$ cat src/rtl/dir_line_pkg.sv
package dir_line_pkg;

  // Input slots, in service order: a lower index is served first.
  localparam int SRC_TRG = 0;
  localparam int SRC_LLC = 1;
  localparam int SRC_UNB = 2;
  localparam int SRC_RSP = 3;
  localparam int SRC_MEM = 4;
  localparam int SRC_REQ = 5;
  localparam int NUM_SRC = 6;

  typedef enum logic [2:0] {
    RQ_RDS  = 3'd0, RQ_RD   = 3'd1, RQ_RDM  = 3'd2, RQ_CTOD = 3'd3,
    RQ_WT   = 3'd4, RQ_ATOM = 3'd5, RQ_VICD = 3'd6, RQ_VICC = 3'd7
  } req_kind_e;

  typedef enum logic [1:0] {
    CR_PACK = 2'd0, CR_VDATA = 2'd1, CR_STALE = 2'd2, CR_BAD = 2'd3
  } core_rsp_e;

  typedef enum logic [2:0] {
    GR_SHR = 3'd0, GR_EXC = 3'd1, GR_MOD = 3'd2, GR_CTOD = 3'd3, GR_WBACK = 3'd4
  } grant_e;

  typedef enum logic [1:0] {
    PB_NONE = 2'd0, PB_DOWN = 2'd1, PB_INVD = 2'd2, PB_INVN = 2'd3
  } probe_e;

  typedef enum logic [1:0] { CL_SHR = 2'd0, CL_PLN = 2'd1, CL_MOD = 2'd2 } cls_e;

  // BOTH: probes and fill outstanding; PRB: only probes; MEM: only fill.
  typedef enum logic [1:0] { PH_BOTH = 2'd0, PH_PRB = 2'd1, PH_MEM = 2'd2 } phase_e;

  typedef enum logic [3:0] {
    ST_UNBLK, ST_WBWAIT,
    ST_S_BOTH, ST_S_PRB, ST_S_MEM,
    ST_P_BOTH, ST_P_PRB, ST_P_MEM,
    ST_M_BOTH, ST_M_PRB, ST_M_MEM,
    ST_CTOD, ST_WAITUNB
  } line_st_e;

  typedef enum logic [1:0] { TG_NONE = 2'd0, TG_ACKS = 2'd1, TG_WTUNB = 2'd2 } trig_e;

  function automatic line_st_e compose(cls_e c, phase_e p);
    case ({c, p})
      {CL_SHR, PH_BOTH}: return ST_S_BOTH;
      {CL_SHR, PH_PRB}:  return ST_S_PRB;
      {CL_SHR, PH_MEM}:  return ST_S_MEM;
      {CL_PLN, PH_BOTH}: return ST_P_BOTH;
      {CL_PLN, PH_PRB}:  return ST_P_PRB;
      {CL_PLN, PH_MEM}:  return ST_P_MEM;
      {CL_MOD, PH_BOTH}: return ST_M_BOTH;
      {CL_MOD, PH_PRB}:  return ST_M_PRB;
      {CL_MOD, PH_MEM}:  return ST_M_MEM;
      default:           return ST_UNBLK;
    endcase
  endfunction

  function automatic logic is_split(line_st_e s);
    case (s)
      ST_S_BOTH, ST_S_PRB, ST_S_MEM,
      ST_P_BOTH, ST_P_PRB, ST_P_MEM,
      ST_M_BOTH, ST_M_PRB, ST_M_MEM: return 1'b1;
      default:                       return 1'b0;
    endcase
  endfunction

  function automatic phase_e phase_of(line_st_e s);
    case (s)
      ST_S_BOTH, ST_P_BOTH, ST_M_BOTH: return PH_BOTH;
      ST_S_PRB, ST_P_PRB, ST_M_PRB:    return PH_PRB;
      default:                         return PH_MEM;
    endcase
  endfunction

endpackage

$ cat src/rtl/dir_prio_arb.sv
module dir_prio_arb #(
  parameter int N = 6
) (
  input  logic [N-1:0] req_i,
  output logic [N-1:0] gnt_o
);
  logic [N-1:0] seen;
  assign seen[0] = 1'b0;

  for (genvar i = 0; i < N; i++) begin : g_slot
    assign gnt_o[i] = req_i[i] & ~seen[i];
    if (i + 1 < N) begin : g_next
      assign seen[i+1] = seen[i] | req_i[i];
    end
  end
endmodule

$ cat src/rtl/dir_ack_track.sv
module dir_ack_track #(
  parameter int NPEER = 3
) (
  input  logic clk,
  input  logic rst,
  input  logic load_i,
  input  logic dec_i,
  input  logic hit_i,
  output logic last_o,
  output logic hit_o
);
  localparam int CW = (NPEER < 1) ? 1 : $clog2(NPEER + 1);
  localparam logic [CW-1:0] LOADV = CW'(NPEER);

  logic [CW-1:0] cnt_q;

  always_ff @(posedge clk) begin
    if (rst) begin
      cnt_q <= '0;
      hit_o <= 1'b0;
    end else if (load_i) begin
      cnt_q <= LOADV;
      hit_o <= 1'b0;
    end else if (dec_i) begin
      cnt_q <= cnt_q - CW'(1);
      hit_o <= hit_o | hit_i;
    end
  end

  assign last_o = (load_i && (NPEER == 0)) || (dec_i && (cnt_q == CW'(1)));

  // An acknowledgement is only taken while some are still outstanding.
  assert_ack_underflow_R5: assert property (@(posedge clk) disable iff (rst)
    dec_i |-> (cnt_q != '0));
endmodule

$ cat src/rtl/dir_line_fsm.sv
module dir_line_fsm
  import dir_line_pkg::*;
#(
  parameter int SRC_W  = 2,
  parameter int DATA_W = 32
) (
  input  logic               clk,
  input  logic               rst,
  input  logic [NUM_SRC-1:0] gnt_i,
  input  logic [2:0]         req_kind_i,
  input  logic [SRC_W-1:0]   req_src_i,
  input  logic               req_fshr_i,
  input  logic [1:0]         rsp_kind_i,
  input  logic [DATA_W-1:0]  rsp_data_i,
  input  logic               mem_kind_i,
  input  logic               ack_last_i,
  input  logic               ack_hit_i,
  output logic               req_ok_o,
  output logic               trig_pend_o,
  output logic               ack_load_o,
  output logic               ack_dec_o,
  output logic               memrd_o,
  output logic               prb_valid_o,
  output logic [1:0]         prb_kind_o,
  output logic               grant_valid_o,
  output logic [2:0]         grant_kind_o,
  output logic [SRC_W-1:0]   grant_dst_o,
  output logic               memwr_o,
  output logic [DATA_W-1:0]  memwr_data_o,
  output logic               err_o
);
  line_st_e        st_q;
  cls_e            cls_q;
  trig_e           trig_q;
  logic            wt_q, atom_q, fshr_q;
  logic [SRC_W-1:0] dst_q;

  req_kind_e rk;
  core_rsp_e ck;
  phase_e    ph;
  logic      sp, prb_live, mem_fill, finish, illegal;
  grant_e    fin_kind;
  logic      fin_send, fin_wtunb;

  assign rk          = req_kind_e'(req_kind_i);
  assign ck          = core_rsp_e'(rsp_kind_i);
  assign ph          = phase_of(st_q);
  assign sp          = is_split(st_q);
  assign req_ok_o    = (st_q == ST_UNBLK);
  assign trig_pend_o = (trig_q != TG_NONE);
  assign prb_live    = (sp && ph != PH_MEM) || (st_q == ST_CTOD);
  assign mem_fill    = gnt_i[SRC_LLC] || (gnt_i[SRC_MEM] && !mem_kind_i);
  assign ack_dec_o   = gnt_i[SRC_RSP] && (ck == CR_PACK) && prb_live;
  assign ack_load_o  = gnt_i[SRC_REQ] && (rk != RQ_VICD) && (rk != RQ_VICC);

  assign finish = (gnt_i[SRC_TRG] && trig_q == TG_ACKS &&
                   ((st_q == ST_CTOD) || (sp && ph == PH_PRB))) ||
                  (mem_fill && sp && ph == PH_MEM);

  assign illegal = (mem_fill && !(sp && ph != PH_PRB)) ||
                   (gnt_i[SRC_UNB] && st_q != ST_WAITUNB) ||
                   (gnt_i[SRC_RSP] && ((ck == CR_PACK && !prb_live) ||
                                       ((ck == CR_VDATA || ck == CR_STALE) && st_q != ST_WBWAIT) ||
                                       (ck == CR_BAD)));

  // Grant chosen at completion, from the class and the probe outcome.
  always_comb begin
    fin_send  = 1'b1;
    fin_wtunb = 1'b0;
    fin_kind  = GR_MOD;
    if (st_q == ST_CTOD) begin
      fin_kind = GR_CTOD;
    end else begin
      case (cls_q)
        CL_SHR:  fin_kind = GR_SHR;
        CL_PLN:  fin_kind = (ack_hit_i || fshr_q) ? GR_SHR : GR_EXC;
        default: begin
          fin_kind = GR_MOD;
          if (wt_q) begin
            fin_send  = 1'b0;
            fin_wtunb = 1'b1;
          end else if (atom_q) begin
            fin_wtunb = 1'b1;
          end
        end
      endcase
    end
  end

  always_ff @(posedge clk) begin
    if (rst) begin
      st_q          <= ST_UNBLK;
      cls_q         <= CL_SHR;
      trig_q        <= TG_NONE;
      wt_q          <= 1'b0;
      atom_q        <= 1'b0;
      fshr_q        <= 1'b0;
      dst_q         <= '0;
      memrd_o       <= 1'b0;
      prb_valid_o   <= 1'b0;
      prb_kind_o    <= PB_NONE;
      grant_valid_o <= 1'b0;
      grant_kind_o  <= GR_SHR;
      grant_dst_o   <= '0;
      memwr_o       <= 1'b0;
      memwr_data_o  <= '0;
      err_o         <= 1'b0;
    end else begin
      memrd_o       <= 1'b0;
      prb_valid_o   <= 1'b0;
      grant_valid_o <= 1'b0;
      memwr_o       <= 1'b0;
      err_o         <= err_o | illegal;
      if (gnt_i[SRC_TRG]) trig_q <= TG_NONE;
      if (ack_last_i)     trig_q <= TG_ACKS;

      if (finish) begin
        st_q          <= ST_WAITUNB;
        grant_valid_o <= fin_send;
        grant_kind_o  <= fin_kind;
        grant_dst_o   <= dst_q;
        if (fin_wtunb) trig_q <= TG_WTUNB;
      end else if (gnt_i[SRC_TRG]) begin
        if (trig_q == TG_ACKS && sp && ph == PH_BOTH)
          st_q <= compose(cls_q, PH_MEM);
        else if (trig_q == TG_WTUNB && st_q == ST_WAITUNB)
          st_q <= ST_UNBLK;
      end else if (mem_fill) begin
        if (sp && ph == PH_BOTH) st_q <= compose(cls_q, PH_PRB);
      end else if (gnt_i[SRC_UNB]) begin
        if (st_q == ST_WAITUNB) st_q <= ST_UNBLK;
      end else if (gnt_i[SRC_RSP]) begin
        if (st_q == ST_WBWAIT && ck == CR_VDATA) begin
          memwr_o      <= 1'b1;
          memwr_data_o <= rsp_data_i;
          st_q         <= ST_UNBLK;
        end else if (st_q == ST_WBWAIT && ck == CR_STALE) begin
          st_q <= ST_UNBLK;
        end
      end else if (gnt_i[SRC_REQ]) begin
        dst_q  <= req_src_i;
        fshr_q <= req_fshr_i;
        wt_q   <= (rk == RQ_WT);
        atom_q <= (rk == RQ_ATOM);
        case (rk)
          RQ_RDS, RQ_RD: begin
            cls_q       <= (rk == RQ_RDS) ? CL_SHR : CL_PLN;
            st_q        <= (rk == RQ_RDS) ? ST_S_BOTH : ST_P_BOTH;
            memrd_o     <= 1'b1;
            prb_valid_o <= 1'b1;
            prb_kind_o  <= PB_DOWN;
          end
          RQ_RDM, RQ_WT, RQ_ATOM: begin
            cls_q       <= CL_MOD;
            st_q        <= ST_M_BOTH;
            memrd_o     <= 1'b1;
            prb_valid_o <= 1'b1;
            prb_kind_o  <= PB_INVD;
            if (rk == RQ_WT) begin
              grant_valid_o <= 1'b1;
              grant_kind_o  <= GR_WBACK;
              grant_dst_o   <= req_src_i;
            end
          end
          RQ_CTOD: begin
            st_q        <= ST_CTOD;
            prb_valid_o <= 1'b1;
            prb_kind_o  <= PB_INVN;
          end
          default: begin
            st_q          <= ST_WBWAIT;
            grant_valid_o <= 1'b1;
            grant_kind_o  <= GR_WBACK;
            grant_dst_o   <= req_src_i;
          end
        endcase
      end
    end
  end

  assert_wt_early_ack_R3: assert property (@(posedge clk) disable iff (rst)
    (gnt_i[SRC_REQ] && rk == RQ_WT) |=> (grant_valid_o && grant_kind_o == GR_WBACK));

  assert_read_launch_R2: assert property (@(posedge clk) disable iff (rst)
    (gnt_i[SRC_REQ] && (rk == RQ_RDS || rk == RQ_RD)) |=>
      (memrd_o && prb_valid_o && prb_kind_o == PB_DOWN));

  assert_ctod_no_fetch_R2: assert property (@(posedge clk) disable iff (rst)
    (gnt_i[SRC_REQ] && rk == RQ_CTOD) |=> (!memrd_o && prb_valid_o && prb_kind_o == PB_INVN));

  assert_err_sticky_R12: assert property (@(posedge clk) disable iff (rst)
    err_o |=> err_o);

  assert_busy_no_req_R4: assert property (@(posedge clk) disable iff (rst)
    (st_q != ST_UNBLK) |-> !gnt_i[SRC_REQ]);
endmodule

$ cat src/rtl/dir_line_ctrl.sv
module dir_line_ctrl
  import dir_line_pkg::*;
#(
  parameter int NUM_CORES = 4,
  parameter int SRC_W     = 2,
  parameter int DATA_W    = 32
) (
  input  logic              clk,
  input  logic              rst,
  input  logic              req_valid,
  output logic              req_ready,
  input  logic [2:0]        req_kind,
  input  logic [SRC_W-1:0]  req_src,
  input  logic              req_fshr,
  input  logic              rsp_valid,
  output logic              rsp_ready,
  input  logic [1:0]        rsp_kind,
  input  logic              rsp_hit,
  input  logic [DATA_W-1:0] rsp_data,
  input  logic              unb_valid,
  output logic              unb_ready,
  input  logic              mem_valid,
  output logic              mem_ready,
  input  logic              mem_kind,
  input  logic              llc_valid,
  output logic              llc_ready,
  output logic              memrd_o,
  output logic              prb_valid_o,
  output logic [1:0]        prb_kind_o,
  output logic              grant_valid_o,
  output logic [2:0]        grant_kind_o,
  output logic [SRC_W-1:0]  grant_dst_o,
  output logic              memwr_o,
  output logic [DATA_W-1:0] memwr_data_o,
  output logic              err_o
);
  localparam int NPEER = NUM_CORES - 1;

  logic [NUM_SRC-1:0] want, gnt;
  logic req_ok, trig_pend, ack_load, ack_dec, ack_last, ack_hit;

  always_comb begin
    want          = '0;
    want[SRC_TRG] = trig_pend;
    want[SRC_LLC] = llc_valid;
    want[SRC_UNB] = unb_valid;
    want[SRC_RSP] = rsp_valid;
    want[SRC_MEM] = mem_valid;
    want[SRC_REQ] = req_valid && req_ok;
  end

  dir_prio_arb #(.N(NUM_SRC)) u_arb (.req_i(want), .gnt_o(gnt));

  assign llc_ready = gnt[SRC_LLC];
  assign unb_ready = gnt[SRC_UNB];
  assign rsp_ready = gnt[SRC_RSP];
  assign mem_ready = gnt[SRC_MEM];
  assign req_ready = gnt[SRC_REQ];

  dir_ack_track #(.NPEER(NPEER)) u_acks (
    .clk(clk), .rst(rst), .load_i(ack_load), .dec_i(ack_dec), .hit_i(rsp_hit),
    .last_o(ack_last), .hit_o(ack_hit)
  );

  dir_line_fsm #(.SRC_W(SRC_W), .DATA_W(DATA_W)) u_fsm (
    .clk(clk), .rst(rst), .gnt_i(gnt),
    .req_kind_i(req_kind), .req_src_i(req_src), .req_fshr_i(req_fshr),
    .rsp_kind_i(rsp_kind), .rsp_data_i(rsp_data), .mem_kind_i(mem_kind),
    .ack_last_i(ack_last), .ack_hit_i(ack_hit),
    .req_ok_o(req_ok), .trig_pend_o(trig_pend), .ack_load_o(ack_load), .ack_dec_o(ack_dec),
    .memrd_o(memrd_o), .prb_valid_o(prb_valid_o), .prb_kind_o(prb_kind_o),
    .grant_valid_o(grant_valid_o), .grant_kind_o(grant_kind_o), .grant_dst_o(grant_dst_o),
    .memwr_o(memwr_o), .memwr_data_o(memwr_data_o), .err_o(err_o)
  );

  assert_prio_order_R11: assert property (@(posedge clk) disable iff (rst)
    ((unb_valid && rsp_valid) |-> !rsp_ready) and ((rsp_valid && mem_valid) |-> !mem_ready));

  assert_wback_dropped_R10: assert property (@(posedge clk) disable iff (rst)
    (mem_ready && mem_kind) |=> $stable(err_o));
endmodule

$ cat config.mk
export PLATFORM = sky130hd
export DESIGN_NAME = dir_line_ctrl
export DESIGN_NICKNAME = d
export VERILOG_FILES = /design/src/rtl/dir_line_pkg.sv /design/src/rtl/dir_prio_arb.sv /design/src/rtl/dir_ack_track.sv /design/src/rtl/dir_line_fsm.sv /design/src/rtl/dir_line_ctrl.sv
export SDC_FILE = /design/constraint.sdc
export NUM_CORES = 1
export LEC_CHECK = 0
export BUFFER_PORTS_ARGS = -buffer_cell sky130_fd_sc_hd__buf_2
export CAP_MARGIN = 10
export CELL_PAD_IN_SITES_DETAIL_PLACEMENT = 0
export CELL_PAD_IN_SITES_GLOBAL_PLACEMENT = 1
export CORE_UTILIZATION = 40
export CTS_BUF_LIST = sky130_fd_sc_hd__clkbuf_4 sky130_fd_sc_hd__clkbuf_8
export CTS_CLUSTER_SIZE = 40
export DETAILED_ROUTE_END_ITERATION = 8
export PLACE_DENSITY = 0.89
export SLEW_MARGIN = 20
export SYNTH_ARGS = -nofsm -noshare
export SYNTH_HDL_FRONTEND = slang
export SYNTH_SLANG_ARGS = --single-unit
export TNS_END_PERCENT = 20
$ cat constraint.sdc
create_clock -name clk -period 6.6 [get_ports clk]
set_clock_uncertainty 0.05 [all_clocks]
set_input_delay 1.32 -clock clk [delete_from_list [all_inputs] [get_ports clk]]
set_output_delay 1.32 -clock clk [all_outputs]
set_load 0.05 [all_outputs]
==> results.py <==
metrics = {
    "status": {
        "status": "finished clean",
    },
    "worst_setup_path": {
        "worst_r2r_path_depth": 7,
        "worst-path-stages": 5,
        "crit_path_frequent_cell": "buf_2",
        "rrSetupSlack_ns": 4.06,
        "crit_arrival_ns": 2.92,
        "stage_delay_of_the_slowest_cell_on_the_critical_path_ns": 0.65,
        "required_ns": 5.23,
        "path_buf_inv": 3,
        "kind_of_cell_with_the_highest_combined_delay_on_the_critical_path": "simple AND/OR/NAND/NOR gates",
        "crit_chain": "buf_2 > or3_1 > or4_4 > clkinv_4 > buf_2",
        "crit-reg2reg-capture": "u_fsm.grant_dst_o[1]",
        "cp_max_fo": 11,
        "setup.worst_path.class": "input pin to output pin",
        "timing.critical_path.slowest_stage_cell": "or4_4",
        "critical_path.endpoint_type": "output pin",
        "regToRegStartpoint": "u_fsm.st_q[0]",
        "setup.worst_path.start_class": "input pin",
    },
    "drt": {
        "via_count": 2684,
        "viasPerCell": 4.970,
        "antenna_violating_nets_left": 0,
        "drt_wl_total_um": 6949,
        "drc_errors": 0,
        "drt_pre_antenna_iters": 4,
        "drt_iter0_markers": 176,
        "detail_route.wl_per_cell_um": 12.87,
    },
    "placement": {
        "port_buffers": 97,
        "place.detailed.instances": 524,
        "finalWeightedCongestion": 0.7905,
        "detailed_place.area_sq_mm": 0.003341,
        "post-dp-hpwl_um": 4892,
    },
    "timing": {
        "fin_tns_setup_ns": 0,
        "setup_viol": 0,
        "fmax_ghz": 0.2332,
        "final-max-slew-violation-count": 0,
        "timing.final.hold_violations": 0,
        "min_period_over_period": 0.6497,
        "timing.max_slew.rel_slack": 0.3059,
        "finalCriticalPeriod_ns": 4.288,
        "grt_setup_unrepaired": "false",
        "worst_slew_pin_slew_ns": 1.041,
    },
    "synth": {
        "async_reset_ff_frac": 0,
        "synth.largest_area_cell": "dfxtp_1",
        "count_of_flip_flops_with_a_built_in_enable_after_synthesis": 0,
        "post-synth-top-area-fraction": 0.4263,
        "number_of_instances_in_the_synthesized_netlist": 352,
        "syn-num-nets": 410,
        "synth-main-ff-cell": "dfxtp_1",
        "warnings_from_yosys": 0,
        "synth-simple-area-share": 0.2673,
        "synth_top_family_by_area": "simple AND/OR/NAND/NOR gates",
        "synthTopCellsByArea": "dfxtp_1, nand2_1, a21oi_1",
        "synth.area.mux_share": 0.02931,
        "synth_fa_ha_area_frac": 0.03996,
        "synthesized_area_fraction_occupied_by_xor_and_xnor_cells": 0.009325,
        "synth.lib_cells_used.distinct": 51,
        "ys_seq_area_frac": 0.4263,
        "synth-compound-area-share": 0.1790,
        "syn_area_sq_mm": 0.002818,
        "post_synth.cell_area_avg_sq_um": 8.005,
        "synth.ff_latch_count": 60,
    },
    "clock_network": {
        "post_cts_resized": 0,
        "htree_levels": 3,
        "ctsRootBufferMaster": "clkbuf_8",
        "cts_post_setup_buffers_inserted": 0,
        "cts.sink_count": 60,
        "cts.reportedPaths.clkPinSlew_ns": 0.06,
        "tritoncts_clock_tree": "yes",
        "clock_latency_ns": 0.33,
        "cts_hold_buf": 0,
        "cts_max_path_buffers": 2,
        "numCtsBuffers": 9,
    },
    "layout": {
        "final_nets": 497,
        "area_delta_synth_final_pct": 25.89,
        "layout_commonest_cell": "buf_2",
        "number_of_filler_cells_placed_in_the_layout": 649,
        "drive_above_1_share": 0.2838,
        "stdcell_area_sq_mm": 0.003547,
        "layoutNonFillerInstCount": 540,
        "mostFrequentLayoutCells": "buf_2, nand2_1, dfxtp_1",
        "diodes": 0,
    },
    "floorplanning": {
        "initial_utilization": 0.4147,
        "die_y_um": 85.93,
        "fp.dieArea_sq_mm": 0.007384,
        "rows": 30,
        "placeableCoreArea_sq_mm": 0.006794,
        "floorplan.die.width_um": 85.93,
        "boundaryPins": 98,
    },
    "power_and_ir_drop": {
        "totalPowerFinal_uw": 830.5,
        "ir_worst_vdd_uv": 100.2,
        "ratio_of_total_power_to_cell_area_mw_per_mm2": 234.1,
        "power_leakage_uw": 0.001500,
    },
    "global_route": {
        "number_of_global_route_vias_before_repair": 2252,
        "grt_overflow": 0,
        "global_routing_usage_summed_across_all_routing_layers": 0.1868,
        "grt_max_degree": 58,
        "number_of_antenna_violations_at_the_first_check_in_global_routing": 0,
        "grt_first_pass_wirelength_um": 10810,
    },
    "run": {
        "timing.max_cap.violations": 0,
    },
    "min_path": {
        "worst_hold_startpoint": "u_fsm.memwr_data_o[13]",
        "min_delay_path_depth": 2,
        "hold_path.class": "register to register",
        "whs_endpoint": "u_fsm.memwr_data_o[13]",
    },
}
[per-layer routing]
| layer | global-route usage | up-vias | share of wire | wire length, um |
|---|---|---|---|---|
| met5 | 0 | - | 0 | 0 |
| met4 | 0.08485 | 0 | 0.017 | 121 |
| met3 | 0.05101 | 11 | 0.041 | 283 |
| met2 | 0.2893 | 55 | 0.48 | 3321 |
| met1 | 0.2420 | 1238 | 0.46 | 3223 |
| li1 | - | 1380 | - | - |
[kinds of logic after synthesis]
family	count (synthesis)
buffers and inverters	33
muxes	7
xor gates and xnor gates	3
adders and majority gates	9
and+or+nand+nor	158
AOI/OAI and AO/OA	82
DFF	60
[registers in the layout, summed over array words and instances (netlist names)]
register,flops
u_fsm.wt_q,1
u_fsm.fshr_q,1
u_fsm.grant_valid_o,1
u_acks.cnt_q,2
u_fsm.grant_dst_o,2
u_fsm.memwr_data_o,32
u_fsm.trig_q,2
u_fsm.prb_kind_o,2
u_fsm.prb_valid_o,1
u_fsm.dst_q,2
u_fsm.st_q,4
u_fsm.memrd_o,1
u_fsm.memwr_o,1
u_fsm.atom_q,1
u_fsm.grant_kind_o,3
u_fsm.cls_q,2
u_acks.hit_o,1
u_fsm.err_o,1
[cell type report]
| class | instances | area, sq um | area share |
|---|---|---|---|
| multi-input combinational | 259 | 1480 | 0.4173 |
| clock inverter | 4 | 47.55 | 0.01340 |
| clock buffer | 12 | 158.9 | 0.04480 |
| tap | 96 | 120.1 | 0.03386 |
| timing repair buffer | 98 | 493.0 | 0.1390 |
| inverter | 11 | 46.29 | 0.01305 |
| sequential | 60 | 1201 | 0.3386 |
[report_power, final]
group | total (uW) | leakage (uW) | switching (uW) | internal, uW
sequential | 385 | 0.000485 | 15.1 | 370
combinational | 108 | 0.000910 | 65.5 | 42.7
clock | 337 | 0.000106 | 139 | 198
total | 831 | 0.00150 | 220 | 610
[worst max path at each step]
stage | from | to | slack, ns
finish | llc_valid | req_ready | 2.31
global placement | llc_valid | req_ready | 2.34
global route | llc_valid | req_ready | 2.27
CTS | llc_valid | req_ready | 2.32
floorplan | llc_valid | rsp_ready | 2.77
detailed placement | llc_valid | req_ready | 2.32
[worst min-delay path: cells and delay by family, from the launching register on]
| kind | cells | cell delay [ns] |
|---|---|---|
| compound gates | 1 | 0.05 |
| flops | 1 | 0.31 |
| simple gates | 1 | 0.05 |
[stage by stage]
stage,worst slack (ns),util,hold slack [ns]
final,2.312,0.5221,0.4018
after global routing,2.274,0.5221,0.4182
after CTS,2.320,0.5221,0.4023
after detailed placement,2.320,0.4917,0.3837
after global placement,2.337,0.4915,0.3887
after floorplan,2.770,-,0.3823
[synth_stat cells, types with 3 or more instances]
| cell type | number |
|---|---|
| nor3_1 | 7 |
| clkbuf_1 | 15 |
| nor2b_1 | 7 |
| mux2i_1 | 3 |
| ha_1 | 9 |
| a21oi_1 | 49 |
| nand2_1 | 78 |
| dfxtp_1 | 60 |
| nand3_1 | 6 |
| nand2b_1 | 6 |
| inv_1 | 10 |
| o21ai_0 | 7 |
| nor2_1 | 30 |
| and3b_1 | 3 |
| and2_1 | 4 |
| and3_1 | 4 |
| a211oi_1 | 4 |
| buf_2 | 7 |
Note: power is estimated with default switching activity, not from simulation.
